===== config.mk =====
export PLATFORM = sky130hd
export DESIGN_NAME = dma_err_status_agg
export DESIGN_NICKNAME = d
export VERILOG_FILES = /design/src/rtl/dma_err_status_agg.sv
export SDC_FILE = /design/constraint.sdc
export NUM_CORES = 1
export LEC_CHECK = 0
export CORE_ASPECT_RATIO = 0.7
export CORE_MARGIN = 2
export CORE_UTILIZATION = 45
export DETAILED_ROUTE_END_ITERATION = 7
export DONT_BUFFER_PORTS = 1
export GPL_TIMING_DRIVEN = 0
export MAX_ROUTING_LAYER = met4
export PLACE_DENSITY = 0.57
export REMOVE_ABC_BUFFERS = 1
export SYNTH_ARGS = -nofsm -noshare
export SYNTH_HDL_FRONTEND = slang
export SYNTH_SLANG_ARGS = --single-unit

===== constraint.sdc =====
create_clock -name clk -period 3.22 [get_ports clk]
set_input_delay 0.161 -clock clk [delete_from_list [all_inputs] [get_ports clk]]
set_output_delay 0.161 -clock clk [all_outputs]
set_load 0.01 [all_outputs]

===== src/rtl/dma_err_status_agg.sv =====
module dma_err_status_agg #(
  parameter int NQ     = 8,
  parameter int OCC_W  = 5,
  parameter int CNT_W  = 6,
  parameter int ADDR_W = 3
) (
  input  logic                  clk,
  input  logic                  rst_n,
  input  logic [ADDR_W-1:0]     reg_addr,
  input  logic                  reg_we,
  input  logic [31:0]           reg_wdata,
  output logic [31:0]           reg_rdata,
  input  logic [NQ*OCC_W-1:0]   q_occupancy,
  input  logic                  xfer_submit,
  input  logic                  xfer_complete,
  input  logic                  evt_miss_pend,
  input  logic                  qevt_miss_pend,
  output logic                  err_irq
);

  localparam int TC_BIT = 16;
  localparam logic [ADDR_W-1:0] A_STAT = ADDR_W'(0);
  localparam logic [ADDR_W-1:0] A_CLR  = ADDR_W'(1);
  localparam int                A_THR0 = 2;
  localparam logic [ADDR_W-1:0] A_LIM  = ADDR_W'(A_THR0 + (NQ + 3) / 4);
  localparam logic [CNT_W-1:0]  CNT_MAX = '1;

  logic [OCC_W-1:0] thr [NQ];
  logic [CNT_W-1:0] lim, outst;
  logic [NQ-1:0]    q_err, q_hit;
  logic             tc_err, tc_hit;
  logic [31:0]      status_w, rd_next;

  wire clr_wr = reg_we && (reg_addr == A_CLR);
  wire [NQ-1:0] q_clr = clr_wr ? reg_wdata[NQ-1:0] : '0;
  wire tc_clr = clr_wr && reg_wdata[TC_BIT];
  wire all_clear = (status_w == 32'd0) && !evt_miss_pend && !qevt_miss_pend;

  always_comb begin
    status_w = '0;
    status_w[NQ-1:0] = q_err;
    status_w[TC_BIT] = tc_err;
  end

  for (genvar q = 0; q < NQ; q++) begin : g_q
    assign q_hit[q] = q_occupancy[q*OCC_W +: OCC_W] > thr[q];

    always_ff @(posedge clk) begin
      if (!rst_n) begin
        thr[q]   <= '1;
        q_err[q] <= 1'b0;
      end else begin
        if (reg_we && reg_addr == ADDR_W'(A_THR0 + q / 4))
          thr[q] <= reg_wdata[(q % 4) * 8 +: OCC_W];
        q_err[q] <= (q_err[q] && !q_clr[q]) || q_hit[q];
      end
    end

    assert_flag_sticky_R2: assert property (@(posedge clk) disable iff (!rst_n)
      q_err[q] && !q_clr[q] |=> q_err[q]);
    assert_set_beats_clear_R5: assert property (@(posedge clk) disable iff (!rst_n)
      q_hit[q] |=> q_err[q]);
    assert_clear_takes_R4: assert property (@(posedge clk) disable iff (!rst_n)
      q_clr[q] && !q_hit[q] |=> !q_err[q]);
  end

  assign tc_hit = outst >= lim;

  always_ff @(posedge clk) begin
    if (!rst_n) begin
      lim     <= '1;
      outst   <= '0;
      tc_err  <= 1'b0;
      err_irq <= 1'b0;
    end else begin
      if (reg_we && reg_addr == A_LIM) lim <= reg_wdata[CNT_W-1:0];
      if (xfer_submit && !xfer_complete && outst != CNT_MAX) outst <= outst + 1'b1;
      else if (xfer_complete && !xfer_submit && outst != '0) outst <= outst - 1'b1;
      tc_err  <= (tc_err && !tc_clr) || tc_hit;
      err_irq <= all_clear && (|q_hit || tc_hit);
    end
  end

  always_comb begin
    rd_next = '0;
    if (reg_addr == A_STAT) rd_next = status_w;
    else if (reg_addr == A_LIM) rd_next[CNT_W-1:0] = lim;
    for (int q = 0; q < NQ; q++)
      if (reg_addr == ADDR_W'(A_THR0 + q / 4))
        rd_next[(q % 4) * 8 +: OCC_W] = thr[q];
  end

  always_ff @(posedge clk) begin
    if (!rst_n) reg_rdata <= '0;
    else        reg_rdata <= rd_next;
  end

  assert_irq_single_R6: assert property (@(posedge clk) disable iff (!rst_n)
    err_irq |=> !err_irq);
  assert_irq_needs_quiet_R6: assert property (@(posedge clk) disable iff (!rst_n)
    $rose(err_irq) |-> $past(status_w == 32'd0 && !evt_miss_pend && !qevt_miss_pend));
  assert_irq_has_error_R6: assert property (@(posedge clk) disable iff (!rst_n)
    err_irq |-> status_w != 32'd0);
  assert_count_top_R3: assert property (@(posedge clk) disable iff (!rst_n)
    outst == CNT_MAX && xfer_submit && !xfer_complete |=> outst == CNT_MAX);
  assert_count_floor_R3: assert property (@(posedge clk) disable iff (!rst_n)
    outst == '0 && xfer_complete && !xfer_submit |=> outst == '0);
  assert_reserved_zero_R1: assert property (@(posedge clk) disable iff (!rst_n)
    $past(reg_addr) == A_STAT |-> reg_rdata[31:17] == '0 && reg_rdata[15:8] == '0);

endmodule


==> results.sh <==
export IMPL_run_status="completed"
export IMPL_synth_area_sq_um=4640
export IMPL_worst_pin_slew_ns=1.02
export IMPL_overflow=0
export IMPL_regArea_sq_um=2100
export IMPL_via_count=3323
export IMPL_rsz0062_at_grt="no"
export IMPL_synth_seq_area_share_pct=45.3
export IMPL_synth_seq_cells=85
export IMPL_layout_drive_gt1_share_pct=3.70
export IMPL_cts_clk_slew_worst_paths_ns=0.07
export IMPL_row_count=30
export IMPL_path_cells="and4_1 -> a311oi_1 -> inv_1 -> ha_1 -> a21o_1 -> a21oi_1 -> o21ai_0 -> mux2i_1 -> mux2i_1"
export IMPL_n_antenna_cell=0
export IMPL_path_common_cell="mux2i_1"
export IMPL_yosys_area_top_type="edfxtp_1"
export IMPL_ioPinCount=115
export IMPL_initial_core_util_pct=47.0
export IMPL_min_path_cells=3
export IMPL_final_cell_mix="inv_1 (55), ha_1 (50), dfxtp_1 (45)"
export IMPL_tns_ns=0
export IMPL_synth_area_leaders="edfxtp_1 (26%), dfxtp_1 (19%), ha_1 (13%), nand2b_1 (5.8%), inv_1 (4.5%)"
export IMPL_grt_usage_pct=21.6
export IMPL_drc=0
export IMPL_netlist_area_leader_share_pct=25.9
export IMPL_wirelength_mm=11.2
export IMPL_ys_flop_type="dfxtp_1"
export IMPL_ir_drop_uv=259
export IMPL_grt_max_degree=43
export IMPL_cts_tree="built"
export IMPL_rrSetupSlack_ns=0.67
export IMPL_netlist_instances=464
export IMPL_hold_violations=0
export IMPL_period_share_pct=79.3
export IMPL_nets=615
export IMPL_avgSynthCellArea_sq_um=9.99
export IMPL_finClkSkew_ns=0.00610
export IMPL_die_h_um=88.9
export IMPL_leakagePower_nw=2.28
export IMPL_antenna_found_initial=0
export IMPL_hpwl_mm=7.64
export IMPL_p_total_w=0.00278
export IMPL_antenna_left=0
export IMPL_die_area_sq_um=11100
export IMPL_clock_root_buffer="clkbuf_16"
export IMPL_post_route_util_pct=53.2
export IMPL_slew_viol_final=0
export IMPL_core_area_sq_um=9870
export IMPL_placed_cells=574
export IMPL_cp_data_required_time_ns=3.50
export IMPL_grt_pass1_vias=3406
export IMPL_final_cells=615
export IMPL_place_congestion=0.784
export IMPL_synth_edf_count=40
export IMPL_design_area_sq_um=5260
export IMPL_cts_htree_levels=3
export IMPL_clock_sinks=85
export IMPL_end_kind="flip-flop"
export IMPL_dr_first_iter_drc_count=188
export IMPL_critical_path_class="reg2reg"
export IMPL_layout_commonest_cell="inv_1"
export IMPL_area_growth_pct=13.4
export IMPL_cap_violations=0
export IMPL_r2r_start="outst[1]$_SDFFE_PN0P_"
export IMPL_crit_path_start_kind="flip-flop"
export IMPL_grt_pass1_wl_mm=17.6
export IMPL_wire_per_inst_um=18.2
export IMPL_r2r_end="outst[5]$_SDFFE_PN0P_"
export IMPL_min_period_ns=2.55
export IMPL_via_per_inst=5.40
export IMPL_die_w_um=125
export IMPL_arrival_ns=2.83
export IMPL_multiInputGateArea_sq_um=2220
export IMPL_critical_path_slowest_cell="a311oi_1"
export IMPL_place_area_sq_um=4700
export IMPL_max_freq_mhz=392
export IMPL_cpPeakStageDelay_ns=0.39
export IMPL_dr_pass1_iters=5
export IMPL_setup_violations=0
export IMPL_slew_headroom_pct=31.8
export IMPL_r2r_cells=9
export IMPL_min_from="reg_wdata[7]"
export IMPL_ys_async_sr_fraction_pct=0
export IMPL_p_per_area_nw_per_um2=529
export IMPL_synth_distinct_cells=45
export IMPL_insertion_delay_ns=0.34
export IMPL_fillers=919
export IMPL_critPathMaxFanout=6
export IMPL_whs_endpoint="q_err[7]$_SDFF_PN0_"
export IMPL_numCtsBuffers=9
export IMPL_clk_path_buf_depth=2
export IMPL_min_path_type="in2reg"
export IMPL_yosys_warnings=0
export IMPL_io_buffers=0
layout make-up:
class | instances | share of cell area (%)
clock inverters | 6 | 1.19
multi-input cells | 305 | 42.3
inverters | 55 | 3.93
well taps | 128 | 3.05
clock buffers | 10 | 4.36
flip-flops and latches | 85 | 40.0
repair buffers | 26 | 5.24
critical path: cells and delay by family, from the launching register on:
family | cells | cell delay, ns
multiplexers | 2 | 0.40
AO/OA/AOI/OAI | 4 | 0.98
adder cells (fa/ha/maj) | 1 | 0.31
flip-flops | 1 | 0.37
buffers and inverters | 1 | 0.21
AND/OR/NAND/NOR | 1 | 0.22
power by group:
part | internal (W) | switching (W) | total [W]
combinational | 0.000223 | 0.000234 | 0.000458
sequential | 0.00122 | 0.0000733 | 0.00129
clock | 0.000600 | 0.000432 | 0.00103
total | 0.00204 | 0.000740 | 0.00278
state kept, by name, indices dropped and copies added (netlist names):
signal / cells
outst: 6
lim: 6
thr: 40
reg_rdata: 23
q_err: 8
tc_err: 1
err_irq: 1
how the worst max path moves through the flow:
| stage | from | endpoint |
|---|---|---|
| global route | outst[1]$_SDFFE_PN0P_ | outst[5]$_SDFFE_PN0P_ |
| detailed placement | reg_addr[1] | thr[1][11]$_SDFFCE_PN1P_ |
| finish | outst[1]$_SDFFE_PN0P_ | outst[5]$_SDFFE_PN0P_ |
| floorplan | outst[1]$_SDFFE_PN0P_ | outst[5]$_SDFFE_PN0P_ |
| global placement | reg_addr[1] | thr[0][6]$_SDFFCE_PN1P_ |
| CTS | outst[1]$_SDFFE_PN0P_ | outst[5]$_SDFFE_PN0P_ |
cell usage after synthesis, drive strengths merged (7+ instances only):
| master | n |
|---|---|
| edfxtp | 40 |
| mux2i | 10 |
| nand3 | 8 |
| nor2b | 27 |
| nand2b | 43 |
| a21oi | 15 |
| clkbuf | 13 |
| nor2 | 11 |
| buf | 14 |
| o21ai | 7 |
| inv | 55 |
| and3 | 8 |
| ha | 50 |
| nand2 | 34 |
| dfxtp | 45 |
| a21boi | 13 |
| a22oi | 14 |
metal layers:
metal	routed length, um	vias up	track usage, %
met3	725	13	6.70
met5	0	-	-
met4	135	0	5.96
met2	5220	102	35.5
met1	5090	1578	26.4
li1	-	1630	-
repair_timing:
| item | 4_1_cts | 5_1_grt |
|---|---|---|
| hold buffers | 25 | 0 |
| gates resized for setup | 0 | 0 |
| hold endpoints to repair | 75 | 0 |
| setup buffers | 0 | 0 |
logic make-up (layout without fill, tap and decap cells):
kind of cell,after synthesis,in the layout,synth area share (%)
other,1,9,0.0809
and+or+nand+nor,151,151,17.9
xor gates and xnor gates,4,4,0.755
DFF,85,85,45.3
buffers and inverters,82,97,7.61
adders and majority gates,51,51,13.9
muxes,11,11,2.40
AOI/OAI and AO/OA,79,79,12.0
through the flow:
| step | hold slack (ns) | worst slack (ns) |
|---|---|---|
| after floorplan | 0.250 | 1.00 |
| after global placement | 0.264 | 0.0607 |
| after detailed placement | 0.265 | 0.696 |
| after CTS | 0.000829 | 0.678 |
| after global routing | 0.00307 | 0.452 |
| final | 0.00462 | 0.666 |
No activity file was read; power rests on OpenSTA's default activity.
